==> src/rtl/ehd_pkg.sv <==
package ehd_pkg;
    localparam int ID_W  = 20;
    localparam int DEV_W = 12;
    localparam int NCTL  = 8;
    localparam int PAY_W = 12;
    localparam logic [3:0] FN_SHUT = 4'd8;

    typedef enum logic [1:0] {
        OP_OPEN  = 2'd0,
        OP_CLOSE = 2'd1,
        OP_CTL   = 2'd2,
        OP_RSVD  = 2'd3
    } ehd_op_e;

    typedef enum logic [2:0] {
        EXC_NONE    = 3'd0,
        EXC_UNRECOG = 3'd1,
        EXC_UNKNOWN = 3'd2,
        EXC_ILLEGAL = 3'd3,
        EXC_NOSLOT  = 3'd4
    } ehd_exc_e;

    typedef enum logic [1:0] {
        S_IDLE,
        S_DEV_REQ,
        S_DEV_WAIT,
        S_RESP
    } ehd_state_e;
endpackage

==> src/rtl/ehd_registry.sv <==
module ehd_registry import ehd_pkg::*; #(
    parameter int NIF = 4,
    parameter logic [NIF*ID_W-1:0]  IF_IDS  = '0,
    parameter logic [NIF*DEV_W-1:0] IF_DEV  = '0,
    parameter logic [NIF*NCTL-1:0]  IF_MASK = '0,
    parameter logic [NIF-1:0]       IF_SHUT = '0,
    localparam int IFX_W = (NIF > 1) ? $clog2(NIF) : 1
) (
    input  logic [ID_W-1:0]  q_id,
    output logic             q_hit,
    output logic [IFX_W-1:0] q_ifx,
    input  logic [IFX_W-1:0] s_ifx,
    output logic [DEV_W-1:0] s_dev,
    output logic [NCTL-1:0]  s_mask,
    output logic             s_shut
);
    // Identifier search: lowest matching entry wins
    always_comb begin
        q_hit = 1'b0;
        q_ifx = '0;
        for (int i = NIF - 1; i >= 0; i--) begin
            if (IF_IDS[i*ID_W +: ID_W] == q_id) begin
                q_hit = 1'b1;
                q_ifx = IFX_W'(i);
            end
        end
    end

    // Attribute fetch by entry index
    always_comb begin
        s_dev  = '0;
        s_mask = '0;
        s_shut = 1'b0;
        for (int i = 0; i < NIF; i++) begin
            if (s_ifx == IFX_W'(i)) begin
                s_dev  = IF_DEV[i*DEV_W +: DEV_W];
                s_mask = IF_MASK[i*NCTL +: NCTL];
                s_shut = IF_SHUT[i];
            end
        end
    end
endmodule

==> src/rtl/ehd_slot_table.sv <==
module ehd_slot_table #(
    parameter int NSLOT  = 16,
    parameter int IFX_W  = 2,
    parameter int ASID_W = 8,
    localparam int IDX_W = (NSLOT > 1) ? $clog2(NSLOT) : 1
) (
    input  logic              clk,
    input  logic              rst_n,
    input  logic              alloc_en,
    input  logic [IFX_W-1:0]  alloc_ifx,
    input  logic [ASID_W-1:0] alloc_asid,
    input  logic              clr_en,
    input  logic [IDX_W-1:0]  clr_idx,
    input  logic [IDX_W-1:0]  rd_idx,
    output logic              rd_valid,
    output logic [IFX_W-1:0]  rd_ifx,
    output logic [ASID_W-1:0] rd_asid,
    output logic              free_any,
    output logic [IDX_W-1:0]  free_idx
);
    logic [NSLOT-1:0]  vld_q;
    logic [IFX_W-1:0]  ifx_q  [NSLOT];
    logic [ASID_W-1:0] asid_q [NSLOT];

    always_comb begin
        free_any = 1'b0;
        free_idx = '0;
        for (int i = NSLOT - 1; i >= 0; i--) begin
            if (!vld_q[i]) begin
                free_any = 1'b1;
                free_idx = IDX_W'(i);
            end
        end
    end

    always_comb begin
        rd_valid = 1'b0;
        rd_ifx   = '0;
        rd_asid  = '0;
        for (int i = 0; i < NSLOT; i++) begin
            if (rd_idx == IDX_W'(i)) begin
                rd_valid = vld_q[i];
                rd_ifx   = ifx_q[i];
                rd_asid  = asid_q[i];
            end
        end
    end

    always_ff @(posedge clk or negedge rst_n) begin
        if (!rst_n) begin
            vld_q <= '0;
        end else begin
            for (int i = 0; i < NSLOT; i++) begin
                if (alloc_en && free_idx == IDX_W'(i)) begin
                    vld_q[i] <= 1'b1;
                end else if (clr_en && clr_idx == IDX_W'(i)) begin
                    vld_q[i] <= 1'b0;
                end
            end
        end
    end

    always_ff @(posedge clk) begin
        for (int i = 0; i < NSLOT; i++) begin
            if (alloc_en && free_idx == IDX_W'(i)) begin
                ifx_q[i]  <= alloc_ifx;
                asid_q[i] <= alloc_asid;
            end
        end
    end
endmodule

==> src/rtl/ext_handle_dispatch.sv <==
module ext_handle_dispatch import ehd_pkg::*; #(
    parameter int NSLOT  = 16,
    parameter int NIF    = 4,
    parameter int ASID_W = 8,
    parameter int XLEN   = 32,
    parameter logic [NIF*ID_W-1:0]  IF_IDS  = {20'h00001, 20'hFFFFF, 20'h01234, 20'h0ABCD},
    parameter logic [NIF*DEV_W-1:0] IF_DEV  = {12'h003, 12'h7FF, 12'h020, 12'h010},
    parameter logic [NIF*NCTL-1:0]  IF_MASK = {8'h80, 8'hFF, 8'h01, 8'h03},
    parameter logic [NIF-1:0]       IF_SHUT = 4'b0011,
    localparam int IDX_W = (NSLOT > 1) ? $clog2(NSLOT) : 1,
    localparam int IFX_W = (NIF > 1) ? $clog2(NIF) : 1
) (
    input  logic              clk,
    input  logic              rst_n,
    input  logic              req_valid,
    output logic              req_ready,
    input  logic [1:0]        req_op,
    input  logic [2:0]        req_ctl,
    input  logic [XLEN-1:0]   req_rs1,
    input  logic [XLEN-1:0]   req_rs2,
    input  logic [ASID_W-1:0] req_asid,
    output logic              rsp_valid,
    input  logic              rsp_ready,
    output logic [2:0]        rsp_exc,
    output logic [XLEN-1:0]   rsp_data,
    output logic              dev_valid,
    input  logic              dev_ready,
    output logic [DEV_W-1:0]  dev_num,
    output logic [3:0]        dev_fn,
    output logic [IDX_W-1:0]  dev_slot,
    output logic [XLEN-1:0]   dev_rs1,
    output logic [XLEN-1:0]   dev_rs2,
    input  logic              dev_rsp_valid,
    input  logic [XLEN-1:0]   dev_result
);
    ehd_state_e state_q, state_d;

    // Registry and table wiring
    logic             q_hit;
    logic [IFX_W-1:0] q_ifx;
    logic [DEV_W-1:0] s_dev;
    logic [NCTL-1:0]  s_mask;
    logic             s_shut;
    logic              rd_valid, free_any;
    logic [IFX_W-1:0]  rd_ifx;
    logic [ASID_W-1:0] rd_asid;
    logic [IDX_W-1:0]  free_idx, slot_idx, clr_idx;
    logic              alloc_en, clr_en;

    // Decision of the current request
    logic             hi_zero, owned, take;
    ehd_exc_e         dec_exc;
    logic [XLEN-1:0]  dec_data;
    logic             dec_dev, dec_alloc, dec_clr;
    logic [3:0]       dec_fn;

    // Captured request and response
    logic [DEV_W-1:0] dev_num_q;
    logic [3:0]       dev_fn_q;
    logic [IDX_W-1:0] slot_q;
    logic [XLEN-1:0]  rs1_q, rs2_q, rsp_data_q;
    ehd_exc_e         rsp_exc_q;

    ehd_registry #(
        .NIF(NIF), .IF_IDS(IF_IDS), .IF_DEV(IF_DEV),
        .IF_MASK(IF_MASK), .IF_SHUT(IF_SHUT)
    ) u_registry (
        .q_id  (req_rs1[ID_W-1:0]),
        .q_hit (q_hit),
        .q_ifx (q_ifx),
        .s_ifx (rd_ifx),
        .s_dev (s_dev),
        .s_mask(s_mask),
        .s_shut(s_shut)
    );

    ehd_slot_table #(
        .NSLOT(NSLOT), .IFX_W(IFX_W), .ASID_W(ASID_W)
    ) u_table (
        .clk       (clk),
        .rst_n     (rst_n),
        .alloc_en  (alloc_en),
        .alloc_ifx (q_ifx),
        .alloc_asid(req_asid),
        .clr_en    (clr_en),
        .clr_idx   (clr_idx),
        .rd_idx    (slot_idx),
        .rd_valid  (rd_valid),
        .rd_ifx    (rd_ifx),
        .rd_asid   (rd_asid),
        .free_any  (free_any),
        .free_idx  (free_idx)
    );

    assign slot_idx = req_rs1[PAY_W +: IDX_W];
    assign hi_zero  = ~|(req_rs1 >> (PAY_W + IDX_W));
    assign owned    = rd_valid && hi_zero && (rd_asid == req_asid);
    assign take     = (state_q == S_IDLE) && req_valid;

    always_comb begin
        dec_exc   = EXC_NONE;
        dec_data  = '0;
        dec_dev   = 1'b0;
        dec_fn    = '0;
        dec_alloc = 1'b0;
        dec_clr   = 1'b0;
        unique case (ehd_op_e'(req_op))
            OP_OPEN: begin
                if (!q_hit) begin
                    dec_exc = EXC_UNRECOG;
                end else if (!free_any) begin
                    dec_exc = EXC_NOSLOT;
                end else begin
                    dec_alloc = 1'b1;
                    dec_data  = XLEN'(free_idx) << PAY_W;
                end
            end
            OP_CLOSE: begin
                if (!owned) begin
                    dec_data = '1;
                end else if (s_shut) begin
                    dec_dev = 1'b1;
                    dec_fn  = FN_SHUT;
                end else begin
                    dec_clr = 1'b1;
                end
            end
            OP_CTL: begin
                if (!owned) begin
                    dec_exc = EXC_UNKNOWN;
                end else if (!s_mask[req_ctl]) begin
                    dec_exc = EXC_ILLEGAL;
                end else begin
                    dec_dev = 1'b1;
                    dec_fn  = {1'b0, req_ctl};
                end
            end
            OP_RSVD: dec_exc = EXC_ILLEGAL;
        endcase
    end

    assign alloc_en = take && dec_alloc;
    assign clr_en   = (take && dec_clr) ||
                      (state_q == S_DEV_WAIT && dev_rsp_valid &&
                       dev_fn_q == FN_SHUT && dev_result == '0);
    assign clr_idx  = (state_q == S_IDLE) ? slot_idx : slot_q;

    // State register
    always_ff @(posedge clk or negedge rst_n) begin
        if (!rst_n) state_q <= S_IDLE;
        else        state_q <= state_d;
    end

    // Transitions
    always_comb begin
        state_d = state_q;
        unique case (state_q)
            S_IDLE:     if (req_valid)     state_d = dec_dev ? S_DEV_REQ : S_RESP;
            S_DEV_REQ:  if (dev_ready)     state_d = S_DEV_WAIT;
            S_DEV_WAIT: if (dev_rsp_valid) state_d = S_RESP;
            S_RESP:     if (rsp_ready)     state_d = S_IDLE;
        endcase
    end

    // Captured datapath
    always_ff @(posedge clk or negedge rst_n) begin
        if (!rst_n) begin
            rsp_exc_q  <= EXC_NONE;
            rsp_data_q <= '0;
            dev_num_q  <= '0;
            dev_fn_q   <= '0;
            slot_q     <= '0;
            rs1_q      <= '0;
            rs2_q      <= '0;
        end else if (take) begin
            rsp_exc_q  <= dec_exc;
            rsp_data_q <= dec_data;
            dev_num_q  <= s_dev;
            dev_fn_q   <= dec_fn;
            slot_q     <= slot_idx;
            rs1_q      <= req_rs1;
            rs2_q      <= req_rs2;
        end else if (state_q == S_DEV_WAIT && dev_rsp_valid) begin
            rsp_data_q <= dev_result;
        end
    end

    // Outputs
    always_comb begin
        req_ready = (state_q == S_IDLE);
        dev_valid = (state_q == S_DEV_REQ);
        rsp_valid = (state_q == S_RESP);
        rsp_exc   = rsp_exc_q;
        rsp_data  = rsp_data_q;
        dev_num   = dev_num_q;
        dev_fn    = dev_fn_q;
        dev_slot  = slot_q;
        dev_rs1   = rs1_q;
        dev_rs2   = rs2_q;
    end
endmodule

==> config.mk <==
export PLATFORM = sky130hd
export DESIGN_NAME = ext_handle_dispatch
export DESIGN_NICKNAME = d
export VERILOG_FILES = /design/src/rtl/ehd_pkg.sv /design/src/rtl/ehd_registry.sv /design/src/rtl/ehd_slot_table.sv /design/src/rtl/ext_handle_dispatch.sv
export SDC_FILE = /design/constraint.sdc
export NUM_CORES = 1
export LEC_CHECK = 0
export ABC_AREA = 1
export CAP_MARGIN = 20
export CORE_ASPECT_RATIO = 0.75
export CORE_UTILIZATION = 48
export DETAILED_ROUTE_END_ITERATION = 6
export GPL_TIMING_DRIVEN = 1
export HOLD_SLACK_MARGIN = 0.15
export PLACE_DENSITY_LB_ADDON = 0.2
export SYNTH_ARGS = -nofsm -noshare
export SYNTH_HDL_FRONTEND = slang
export SYNTH_SLANG_ARGS = --single-unit
==> constraint.sdc <==
create_clock -name clk -period 2.8 [get_ports clk]
set_clock_uncertainty 0.05 [all_clocks]
set_input_delay 0.28 -clock clk [delete_from_list [all_inputs] [get_ports clk]]
set_output_delay 0.28 -clock clk [all_outputs]
set_load 0.01 [all_outputs]
==> results.cfg <==
[power]
seq_power_share_pct = 39.5
power.share.switching_pct = 31.2
leakagePower_nw = 7.60
power_mw = 14.2
ir_worst_vdd_v = 0.000631
comb_power_share_pct = 32.5
p_clk_share_pct = 28.0
cellPowerDensity_nw_per_um2 = 783
power.switching_mw = 4.44
internal-power_mw = 9.80

[timing]
fmaxAchievable_mhz = 317
timing.final.max_slew_violations = 0
grt_setup_unrepaired = yes
setup_viol = 22
period_share_pct = 113
hold_viol_final = 0
finalWorstSetupSlack_ns = -0.352
layout_min_cycle_time_ns = 3.15
worstMarginPinSlew_ns = 0.760
setup_tns_ns = -5.86
relSlewSlack_pct = 49.3

[worst_setup_path]
startpoint = u_table.ifx_q[0][2]
timing.reg2reg.setup_slack_ns = -0.35
crit_path_end_kind = register
crit_chain = nand2_1 > nand3_1 > o21ai_1 > nand2_1 > a21oi_1 > nand3_1 > o21ai_1 > nand2_1 > a221oi_2 > nand3_1 > a221oi_2 > nand2_1 > o21ai_2 > inv_2 > ha_4 > inv_2 > nor2_1 > o31ai_2 > a21oi_2 > a2111oi_2 > nand4_1 > nand2_1 > nand2_1
arrival_ns = 3.55
critical_path.most_common_cell = nand2_1
critPathRequiredTime_ns = 3.19
timing.rr.start = u_table.ifx_q[0][2]
ff2ff_path_depth = 23
critical_path_class = register to register
critPathCapture = state_q[1]
slowest_stage = edfxtp_1
critPathBufInv = 2
timing.rr.end = state_q[1]
path_delay_family = compound AO/OA/AOI/OAI gates
crit_fanout = 3
cpPeakStageDelay_ns = 0.37
startpoint_type = register
crit_cells = 23

[synthesis]
ys_warn_count = 0
synth-seq-area-share_pct = 61.5
netlist_instances = 1368
synth-edff-count = 160
synth_area_sq_um = 12900
ys_ff_latch = 285
syn-num-nets = 1498
synth-main-ff-cell = edfxtp_1
synth_area_per_cell_sq_um = 9.43
synth_cell_types = 41
ys_async_sr_fraction_pct = 43.9

[cells_and_area]
design_area_sq_um = 18200
final_cell_mix = nand2_1 (416), clkdlybuf4s50_1 (230), edfxtp_1 (160), buf_4 (145), dfrtp_1 (125)
drive_gt1_share_pct = 18.2
fin_nets = 1883
layout_commonest_cell = nand2_1
diodes = 0
post-route-util_pct = 69.6
area_growth_syn_to_layout_pct = 41.1

[clock_tree]
clk_pin_slew_ns = 0.07
clk_path_buf_depth = 3
clk_latency_ns = 0.55
cts_sinks = 285
cts_buffers = 28
h-tree-depth = 1
cts_tree = done
cts_root_buf = clkbuf_16

[drt]
firstDrtPassIters = 6
drc_errors = 0
first_iter_violations = 1005
vias = 11200
wl_per_cell_um = 18.0
ant_nets = 0
viasPerCell = 5.31
wirelength_um = 38100

[floorplanning]
dieArea_sq_um = 27500
die_h_um = 144
die_x_um = 191
num_io_pins = 237
num_rows = 51
initial_core_util_pct = 49.3
core_sq_um = 26200

[placed_design]
preCtsSetupSlack_ns = -1.20
placed_area_sq_um = 16900
portBuffers = 235
gp_congestion = 0.930
hpwl_um = 28000

[global_route]
antenna_found_initial = 0
overflow = 0
track_usage_pct = 27.3
grt_max_degree = 70
grt_pass1_vias = 10800
grt_pass1_wl_um = 57900

[worst_hold_path]
hp-start = req_rs2[1]
hold_path.class = primary input to register

[status]
outcome = complete, but fails checks
violations = setup timing

[job]
maxCapViolCount = 0
final cells by class:
class                   instances  area [sq um]
clock buffers                  33           719
clock inverters                17           244
fillers                      1994          7970
inverters                     111           419
multi-input cells             920          4540
flip-flops and latches        285          7930
well taps                     344           430
repair buffers                407          3910
per-stage QoR:
step,std cells,hold WS (ns)
floorplan,1368,-0.0656
global placement,2054,0.355
detailed placement,2054,0.342
CTS,2111,0.190
global route,2117,0.200
finish,2117,0.209
repair_timing:
item / 4_1_cts / 5_1_grt
hold buffers: 1 / 0
pin swaps: 17 / 12
endpoints found under the hold margin: 53 / 0
setup buffers: 5 / 5
gates resized for setup: 19 / 42
setup endpoints to repair: 215 / 215
gates cloned: 1 / 1
routing by layer:
| layer | part of all wire, % | vias up | track usage (%) |
|---|---|---|---|
| li1 | - | 5328 | - |
| met1 | 43 | 5346 | 40.0 |
| met2 | 45 | 483 | 40.6 |
| met3 | 9.0 | 87 | 5.84 |
| met4 | 3.1 | 0 | 8.35 |
| met5 | 0 | - | 0 |
how the worst min path moves through the flow:
stage                              end  cells after the start  slack (ns)
after floorplan              dev_fn[0]                      0       -0.07
after global placement    rsp_data[23]                      1        0.35
after detailed placement  rsp_data[30]                      1        0.34
after CTS                   dev_rs2[1]                      3        0.19
after global routing       dev_rs2[14]                      3        0.20
final                       dev_rs2[1]                      3        0.21
state kept, by name, indices dropped and copies added (netlist names):
register and flops:
dev_fn 4, dev_num 4, rsp_exc 3, u_table.vld_q 16
dev_rs2 32, dev_slot 3, state_q 2, u_table.ifx_q 32
dev_rs1 29, rsp_data 32, u_table.asid_q 128
power by group through the flow:
| stage | combinational [mW] | sequential (mW) | clock (mW) |
|---|---|---|---|
| final | 4.63 | 5.63 | 3.99 |
| after global routing | 5.07 | 5.72 | 4.22 |
| after CTS | 4.60 | 5.63 | 4.05 |
| after detailed placement | 4.54 | 5.68 | 0 |
| after global placement | 4.44 | 5.67 | 0 |
| after floorplan | 1.76 | 5.97 | 0 |
synth_stat cells, types with 2 or more instances:
master / instances / area, sq um
nand2_1: 428 / 1610
edfxtp_1: 160 / 4800
nor2_1: 126 / 473
dfrtp_1: 125 / 3130
inv_1: 101 / 379
o21ai_0: 72 / 360
nand3_1: 69 / 345
a21oi_1: 60 / 300
nand4_1: 42 / 263
clkbuf_1: 29 / 109
nor4_1: 21 / 131
nand2_2: 16 / 100
ha_1: 15 / 188
buf_4: 14 / 105
inv_2: 10 / 37.5
or2_0: 10 / 62.6
nor2_2: 9 / 56.3
buf_2: 8 / 40.0
nor3_1: 8 / 40.0
or2_2: 8 / 50.1
nor2_4: 5 / 56.3
a221oi_1: 4 / 35.0
and3_1: 3 / 18.8
or2_1: 3 / 18.8
nand3b_1: 2 / 15.0
nor3b_1: 2 / 15.0
o211ai_1: 2 / 15.0
o22ai_1: 2 / 12.5
o31ai_1: 2 / 15.0
tightest hold or removal path: cells and delay by family:
family / cells / cell delay (ns)
buf+inv: 1 / 0.39
simple gates: 2 / 0.10
kinds of logic after synthesis:
kind of cell | after synthesis | synth area share, %
buffers and inverters | 163 | 5.29
DFF | 285 | 61.5
and+or+nand+nor | 755 | 25.5
AOI/OAI and AO/OA | 149 | 6.21
other | 1 | 0.0291
adders and majority gates | 15 | 1.46
(Power assumes the default switching activity.)
